**config.mk**
```make
export PLATFORM = sky130hd
export DESIGN_NAME = burst_col_seq
export DESIGN_NICKNAME = d
export VERILOG_FILES = /design/src/rtl/bcs_pkg.sv /design/src/rtl/bcs_cfg_reg.sv /design/src/rtl/bcs_col_gen.sv /design/src/rtl/burst_col_seq.sv
export SDC_FILE = /design/constraint.sdc
export NUM_CORES = 1
export LEC_CHECK = 0
export CAP_MARGIN = 20
export CELL_PAD_IN_SITES_DETAIL_PLACEMENT = 0
export CELL_PAD_IN_SITES_GLOBAL_PLACEMENT = 2
export CORE_UTILIZATION = 25
export CTS_BUF_LIST = sky130_fd_sc_hd__clkbuf_4 sky130_fd_sc_hd__clkbuf_8
export DETAILED_ROUTE_END_ITERATION = 7
export GPL_TIMING_DRIVEN = 0
export PLACE_DENSITY_LB_ADDON = 0.1
export SLEW_MARGIN = 20
export SYNTH_ARGS = -nofsm -noshare
export SYNTH_HDL_FRONTEND = slang
export SYNTH_SLANG_ARGS = --single-unit
```
**constraint.sdc**
```tcl
create_clock -name clk -period 2.3 [get_ports clk]
set_input_delay 0.46 -clock clk [delete_from_list [all_inputs] [get_ports clk]]
set_output_delay 0.46 -clock clk [all_outputs]
set_load 0.005 [all_outputs]
```
**src/rtl/bcs_pkg.sv**
```systemverilog
package bcs_pkg;

    localparam int CFG_W    = 7;
    localparam int BEATS_W  = 5;
    localparam int IDX_W    = 4;

    typedef enum logic {
        ORD_SEQ   = 1'b0,
        ORD_INTLV = 1'b1
    } order_e;

    typedef struct packed {
        logic [2:0] lat;
        order_e     order;
        logic [2:0] len;
    } cfg_t;

    localparam cfg_t CFG_RESET = '{lat: 3'b010, order: ORD_SEQ, len: 3'b001};

    function automatic logic len_legal(input logic [2:0] code);
        return (code >= 3'b001) && (code <= 3'b100);
    endfunction

    function automatic logic lat_legal(input logic [2:0] code);
        return (code == 3'b010) || (code == 3'b011);
    endfunction

    function automatic logic [BEATS_W-1:0] len_beats(input logic [2:0] code);
        logic [BEATS_W-1:0] n;
        case (code)
            3'b010:  n = BEATS_W'(4);
            3'b011:  n = BEATS_W'(8);
            3'b100:  n = BEATS_W'(16);
            default: n = BEATS_W'(2);
        endcase
        return n;
    endfunction

endpackage

```
**src/rtl/bcs_cfg_reg.sv**
```systemverilog
module bcs_cfg_reg
    import bcs_pkg::*;
#(
    parameter int ADDR_W = 13,
    parameter int BANK_W = 2
) (
    input  logic              clk,
    input  logic              rst,
    input  logic              cfg_valid,
    input  logic [BANK_W-1:0] cfg_bank,
    input  logic [ADDR_W-1:0] cfg_addr,
    input  logic              banks_idle,
    output cfg_t              cfg_q,
    output logic              err_o,
    output logic              refused_o
);

    cfg_t cand;
    logic hit;
    logic legal;

    assign cand  = cfg_t'(cfg_addr[CFG_W-1:0]);
    assign hit   = cfg_valid && (cfg_bank == '0);
    assign legal = len_legal(cand.len) && lat_legal(cand.lat);

    always_ff @(posedge clk) begin
        if (rst) begin
            cfg_q     <= CFG_RESET;
            err_o     <= 1'b0;
            refused_o <= 1'b0;
        end else begin
            refused_o <= hit && !banks_idle;
            err_o     <= hit && banks_idle && !legal;
            if (hit && banks_idle && legal) begin
                cfg_q <= cand;
            end
        end
    end

    p_refuse_hold_r4: assert property (@(posedge clk) disable iff (rst)
        refused_o |-> $stable(cfg_q));

    p_reserved_hold_r5: assert property (@(posedge clk) disable iff (rst)
        err_o |-> $stable(cfg_q));

    p_ignore_bank_r3: assert property (@(posedge clk) disable iff (rst)
        (cfg_valid && cfg_bank != '0) |=> ($stable(cfg_q) && !err_o && !refused_o));

    p_flags_exclusive_r5: assert property (@(posedge clk) disable iff (rst)
        $onehot0({err_o, refused_o}));

    p_legal_state_r6: assert property (@(posedge clk) disable iff (rst)
        len_legal(cfg_q.len) && lat_legal(cfg_q.lat));

endmodule

```
**src/rtl/bcs_col_gen.sv**
```systemverilog
module bcs_col_gen
    import bcs_pkg::*;
#(
    parameter int COL_W = 10
) (
    input  logic               clk,
    input  logic               rst,
    input  logic               cmd_valid,
    input  logic [COL_W-1:0]   cmd_col,
    input  logic               cmd_write,
    input  order_e             order_i,
    input  logic [BEATS_W-1:0] beats_i,
    output logic               ready_o,
    output logic               beat_valid,
    output logic               beat_last,
    output logic [COL_W-1:0]   beat_col,
    output logic               beat_write
);

    logic             active;
    logic [COL_W-1:0] base;
    logic [IDX_W-1:0] idx;
    logic [IDX_W-1:0] len_m1;
    order_e           order_q;
    logic             wr_q;
    logic             accept;
    logic [COL_W-1:0] mask;
    logic [COL_W-1:0] low_seq;
    logic [COL_W-1:0] low_int;
    logic [COL_W-1:0] idx_ext;

    assign accept = cmd_valid && !active;

    always_ff @(posedge clk) begin
        if (rst) begin
            active  <= 1'b0;
            base    <= '0;
            idx     <= '0;
            len_m1  <= '0;
            order_q <= ORD_SEQ;
            wr_q    <= 1'b0;
        end else if (accept) begin
            active  <= 1'b1;
            base    <= cmd_col;
            idx     <= '0;
            len_m1  <= IDX_W'(beats_i - BEATS_W'(1));
            order_q <= order_i;
            wr_q    <= cmd_write;
        end else if (active) begin
            if (idx == len_m1) begin
                active <= 1'b0;
            end else begin
                idx <= idx + IDX_W'(1);
            end
        end
    end

    always_comb begin
        mask     = COL_W'(len_m1);
        idx_ext  = COL_W'(idx);
        low_seq  = (base + idx_ext) & mask;
        low_int  = (base ^ idx_ext) & mask;
        beat_col = (base & ~mask) | ((order_q == ORD_INTLV) ? low_int : low_seq);
    end

    assign ready_o    = !active;
    assign beat_valid = active;
    assign beat_last  = active && (idx == len_m1);
    assign beat_write = wr_q;

    p_last_in_burst_r7: assert property (@(posedge clk) disable iff (rst)
        beat_last |-> beat_valid);

    p_no_gap_r7: assert property (@(posedge clk) disable iff (rst)
        (beat_valid && !beat_last) |=> beat_valid);

    p_window_fixed_r8: assert property (@(posedge clk) disable iff (rst)
        (beat_valid && $past(beat_valid) && !$past(beat_last))
            |-> (((beat_col ^ $past(beat_col)) & ~mask) == '0));

    p_busy_hold_r11: assert property (@(posedge clk) disable iff (rst)
        (beat_valid && !beat_last) |=> ($stable(beat_write) && !ready_o));

endmodule

```
**src/rtl/burst_col_seq.sv**
```systemverilog
module burst_col_seq
    import bcs_pkg::*;
#(
    parameter int ADDR_W = 13,
    parameter int BANK_W = 2,
    parameter int COL_W  = 10
) (
    input  logic               clk,
    input  logic               rst,
    input  logic               cfg_valid,
    input  logic [BANK_W-1:0]  cfg_bank,
    input  logic [ADDR_W-1:0]  cfg_addr,
    input  logic               banks_idle,
    output logic               cfg_error,
    output logic               cfg_refused,
    output logic [1:0]         cas_lat,
    output logic               burst_interleave,
    output logic [BEATS_W-1:0] burst_beats,
    input  logic               cmd_valid,
    input  logic [COL_W-1:0]   cmd_col,
    input  logic               cmd_write,
    output logic               cmd_ready,
    output logic               beat_valid,
    output logic               beat_last,
    output logic [COL_W-1:0]   beat_col,
    output logic               beat_write
);

    cfg_t cfg;

    bcs_cfg_reg #(.ADDR_W(ADDR_W), .BANK_W(BANK_W)) i_cfg (
        .clk       (clk),
        .rst       (rst),
        .cfg_valid (cfg_valid),
        .cfg_bank  (cfg_bank),
        .cfg_addr  (cfg_addr),
        .banks_idle(banks_idle),
        .cfg_q     (cfg),
        .err_o     (cfg_error),
        .refused_o (cfg_refused)
    );

    assign cas_lat          = cfg.lat[1:0];
    assign burst_interleave = (cfg.order == ORD_INTLV);
    assign burst_beats      = len_beats(cfg.len);

    bcs_col_gen #(.COL_W(COL_W)) i_gen (
        .clk       (clk),
        .rst       (rst),
        .cmd_valid (cmd_valid),
        .cmd_col   (cmd_col),
        .cmd_write (cmd_write),
        .order_i   (cfg.order),
        .beats_i   (burst_beats),
        .ready_o   (cmd_ready),
        .beat_valid(beat_valid),
        .beat_last (beat_last),
        .beat_col  (beat_col),
        .beat_write(beat_write)
    );

endmodule

```
==> After elaboration in Yosys (flattened, before gate mapping) <==
Cells that the tools add are included.
{ "classes": {"n_eq_ne": 6, "addsub": 3, "bitwise": 7, "muxes": 5, "magnitude_cmp": 2, "n_reduce_logical": 16} }
{ "op_table": {"columns": ["operator", "count"], "rows": [
  ["$and A10 B4 Y10", 2],
  ["$pmux W5 S3", 1],
  ["$eq A3 B2 Y1 const B", 4],
  ["$add A10 B4 Y10", 1],
  ["$and A10 B10 Y10", 1],
  ["$mux W10", 1],
  ["$not A4 Y10", 1],
  ["$or A10 B10 Y10", 1],
  ["$xor A10 B4 Y10", 1],
  ["$logic_and A1 B1 Y1", 9],
  ["$add A4 B1 Y4 const B", 1],
  ["$eq A4 B4 Y1", 1],
  ["$sub A4 B1 Y4 const B", 1],
  ["$eq A3 B3 Y1 const B", 1],
  ["$ge A3 B1 Y1 const B", 1],
  ["$le A3 B3 Y1 const B", 1],
  ["$logic_not A1 Y1", 3],
  ["$mux W1", 3],
  ["$logic_not A2 Y1", 1],
  ["$reduce_and A2 Y1", 1],
  ["$reduce_or A2 Y1", 1],
  ["$logic_or A1 B1 Y1", 1],
  ["$not A1 Y1", 1]
]} }
{ "totals": {"register_bits": 29, "elab_cells": 50, "input_bits": 31, "out_inout_bits": 24} }

==> Longest topological paths before layout <==
{ "depth": {"ltp_word": 5, "depth_mapped": 6, "ltp_nobuf": 6} }

==> Hierarchy <==
From an unflattened synthesis, not the netlist that was laid out.
{ "hier_totals": {"cells_unflattened": 174, "hier_area_um2": 1519.0} }
{ "modules_own_cells": {"columns": ["mod", "area_per_inst_um2", "cells_per_inst", "instances", "seq_area_each_um2"], "rows": [
  ["bcs_col_gen", 1086.0, 132, 1, 420.4],
  ["bcs_cfg_reg", 385.4, 35, 1, 180.2],
  ["burst_col_seq", 47.5, 7, 1, 0.0]
]} }

==> Worst setup path after synthesis <==
No wires, ideal clock.
{ "synth_timing": {"path_kind": "register to output", "startpoint": "reg i_gen.idx[1]", "endpoint": "out beat_col[3]", "path_stages_with_launch": 6, "setup_slack_ns": 0.422, "t_required_ns": 1.840, "n_path_buf": 0, "arrival_time_ns": 1.418, "cell_sequence": "dfxtp_1 -> ha_1 -> a211oi_1 -> or3_1 -> a21boi_0 -> xor2_1"} }
{ "synth_between": {"elab_chain_cells": 4} }
{ "synth_rtl": {"columns": ["element", "line", "rtl"], "rows": [
  ["from (decl)", "bcs_col_gen.sv:22", "logic [IDX_W-1:0] idx;"],
  ["from (signal assigned)", "bcs_col_gen.sv:53", "idx <= idx + IDX_W'(1);"],
  ["$add A10 B4 Y10", "bcs_col_gen.sv:61", "low_seq = (base + idx_ext) & mask;"],
  ["$and A10 B4 Y10", "bcs_col_gen.sv:61", null],
  ["$mux W10", "bcs_col_gen.sv:63", "beat_col = (base & ~mask) | ((order_q == ORD_INTLV) ? low_int : low_seq);"],
  ["$or A10 B10 Y10", "bcs_col_gen.sv:63", null],
  ["to (decl)", "burst_col_seq.sv:25", "output logic [COL_W-1:0] beat_col,"]
]} }
Every way passes these cells.

==> Worst setup path after layout <==
{ "layout_timing": {"startpoint": "reg i_gen.idx[0]", "endpoint": "out beat_col[1]"} }
Same word-level chain as after synthesis.

==> impl_metrics.tcl <==
set metrics [dict create \
    insertion_delay_ns 0.27 \
    cts_max_level 2 \
    synth.ff_latch_count 29 \
    syn_nets 204 \
    stdcell_count 293 \
    n_fill_cell 557 \
    syn_inst 168 \
    p_per_area_nw_per_um2 565 \
    drive_gt1_share_pct 17.5 \
    port_buffers 46 \
    netlist-cell-type-count 35 \
    antenna_found_initial 0 \
    tightest_slew_ns 0.500 \
    max_freq_mhz 448 \
    clk_pin_slew_ns 0.06 \
    regArea_um2 593 \
    dominantRegCellSynth "dfxtp_1" \
    core_um2 5270 \
    crit_fanout 3 \
    die-area_um2 5940 \
    timing.final.crit_share_pct 97.1 \
    wl_per_cell_um 11.8 \
    power.leakage_nw 0.799 \
    arrival_ns 1.77 \
    place_inst 284 \
    cp-end-kind "output port" \
    startpoint "i_gen.idx[0]$_SDFFE_PP0P_" \
    postLayoutCellArea_um2 2130 \
    critPathSlowestCell "fa_2" \
    numCtsBuffers 5 \
    overflow 0 \
    fin_skew_ns 0.00424 \
    setup_viol 0 \
    slowest_delay_ns 0.42 \
    clock_path_buffers 2 \
    grt_pass1_wl_um 5630 \
    routed_via_density 4.38 \
    reg2reg_from "i_gen.beat_valid$_SDFF_PP0_" \
    synth-edff-count 0 \
    r2r-end "i_gen.base[0]$_SDFFE_PP0P_" \
    final_core_util_pct 40.4 \
    totalWireLength_um 3460 \
    grt_usage_pct 12.0 \
    yosys_warnings 0 \
    cts_sinks 29 \
    cp.required_ns 1.84 \
    hp-class "primary input to register" \
    dp_hpwl_um 2590 \
    final-hold-violation-count 0 \
    finalMaxSlewViolations 0 \
    rsz0062_at_grt "yes" \
    root_buffer "clkbuf_8" \
    die_width_um 77.1 \
    ys_seq_area_share_pct 41.2 \
    num_vias 1282 \
    drtIter0Drc 42 \
    die_h_um 77.1 \
    rows 26 \
    worstSetupPathType "register to output port" \
    firstDrtPassIters 4 \
    peakVddDrop_uv 235 \
    p_total_mw 1.20 \
    initial_core_util_pct 26.8 \
    cp_cell_sequence "ha_4 -> inv_1 -> fa_2 -> o21ai_0 -> nand2_1 -> o21ai_0 -> clkdlybuf4s15_1" \
    cp-endpoint "beat_col[1]" \
    grt_start_max_net_pins 11 \
    start_kind "register" \
    multi_input_area_um2 767 \
    n_antenna_cell 0 \
    ant_nets 0 \
    r2r_slack_ns 0.78 \
    finalWorstPathRequiredPeriod_ns 2.23 \
    grt_pass1_vias 1250 \
    cts-hold-fix-buffers 0 \
    area_delta_synth_final_pct 50.8 \
    crit_top_cell "o21ai_0" \
    ios 55 \
    detail_route.drc_violations 0 \
    fin_nets 258 \
    slew_headroom_pct 66.4 \
    synthesis.area_um2 1410 \
    rr_worst_depth 5 \
    maxCapViolations 0 \
    synth-async-reset-ratio_pct 0 \
    avgSynthCellArea_um2 8.39 \
    gp_congestion 0.699 \
    tritoncts "built" \
    placed_area_um2 1960 \
    status "finished clean" \
]
## worst max-delay path: cells and delay by family, from the launching register on
kind / cells / cell delay, ns
adders and majority gates: 2 / 0.58
DFF: 1 / 0.36
buffers and inverters: 2 / 0.28
AOI/OAI and AO/OA: 2 / 0.21
and+or+nand+nor: 1 / 0.06
## per-layer routing
| layer | GRT usage (%) | part of all wire [%] | routed length, um | vias up |
|---|---|---|---|---|
| met4 | 5.09 | 1.7 | 58 | 0 |
| met3 | 2.86 | 3.9 | 135 | 7 |
| met5 | 0 | 0 | 0 | - |
| met2 | 20.5 | 47 | 1650 | 30 |
| li1 | - | - | - | 663 |
| met1 | 14.4 | 47 | 1620 | 582 |
## final cells by class
class | count | share of cell area (%)
Tap cell | 70 | 4.12
Clock inverter | 1 | 0.235
Multi-Input combinational cell | 119 | 36.1
Clock buffer | 7 | 4.53
Buffer | 15 | 4.65
Inverter | 5 | 0.882
Timing Repair Buffer | 47 | 21.6
Sequential cell | 29 | 27.9
## worst min-delay path by stage
stage	start	endpoint	slack [ns]	depth (start not counted)
floorplan	i_cfg.cfg_q[5]$_SDFFE_PP1P_	i_cfg.cfg_q[5]$_SDFFE_PP1P_	0.42	1
global placement	i_cfg.cfg_q[5]$_SDFFE_PP1P_	i_cfg.cfg_q[5]$_SDFFE_PP1P_	0.43	1
detailed placement	i_cfg.cfg_q[5]$_SDFFE_PP1P_	i_cfg.cfg_q[5]$_SDFFE_PP1P_	0.43	1
CTS	rst	i_cfg.refused_o$_SDFF_PP0_	0.40	2
global route	rst	i_cfg.refused_o$_SDFF_PP0_	0.42	2
finish	rst	i_cfg.refused_o$_SDFF_PP0_	0.42	2
## power breakdown
group	internal [mW]	total, mW	switching (mW)
logic	0.118	0.206	0.0878
clock network	0.270	0.453	0.183
registers	0.523	0.543	0.0200
total	0.911	1.20	0.291
## cell usage in the layout (no fill, tap or decap), drive strengths merged, types with 2 or more instances in the layout
cell type      synthesis  layout
clkbuf                 3      10
o21ai                  6       6
xor2                   6       6
clkdlybuf4s50          0      42
a211oi                 2       2
dfxtp                 29      29
nor3                   7       7
buf                   12      14
a21oi                 17      17
ha                     4       4
nand2                 31      31
nor2                  17      17
nand3                  2       2
dlygate4sd2            0       2
nor2b                  3       3
mux2i                  4       4
inv                    5       5
or3                    4       4
## metrics by stage
stage / setup TNS (ns) / worst slack [ns] / hold slack, ns
floorplan: 0 / 0.422 / 0.417
global placement: -0.329 / -0.207 / 0.431
detailed placement: -0.357 / -0.204 / 0.433
CTS: 0 / 0.0000994 / 0.401
global route: -0.00426 / -0.00424 / 0.419
finish: 0 / 0.0667 / 0.416
## cells by family (layout without fill, tap and decap cells)
family	after synthesis	after routing	share of synthesized area (%)
AND/OR/NAND/NOR	72	72	24.5
AO/OA/AOI/OAI	29	29	12.8
flip-flops	29	29	41.2
buffers and inverters	20	75	8.34
XOR/XNOR	7	7	4.35
adder cells (fa/ha/maj)	5	5	4.97
multiplexers	5	5	3.64
other	1	1	0.266
## Yosys cell counts, drive strengths merged, types with 2 or more instances
cell    count  area (um2)
inv         5        18.8
xor2        6        52.6
a21oi      17        85.1
nor2b       3        18.8
a211oi      2        15.0
o21ai       6        30.0
nand2      31         116
nor2       17        63.8
or3         4        25.0
buf        12        87.6
clkbuf      3        11.3
nor3        7        35.0
nand3       2        10.0
ha          4        50.1
mux2i       4        40.0
dfxtp      29         581
## sequential cells by signal, summed over array words and instances, names as in the netlist
| signal | cells |
|---|---|
| i_cfg.refused_o | 1 |
| i_gen.idx | 4 |
| i_gen.beat_write | 1 |
| i_gen.beat_valid | 1 |
| i_cfg.err_o | 1 |
| i_gen.order_q | 1 |
| i_gen.len_m1 | 4 |
| i_gen.base | 10 |
| i_cfg.cfg_q | 6 |
## timing repair
item | CTS | global route
pin swaps | 3 | 1
setup buffers | 1 | 0
gates cloned | 0 | 0
resized for setup | 18 | 9
setup endpoints to repair | 4 | 5
Power figures use the tool's default switching activity.
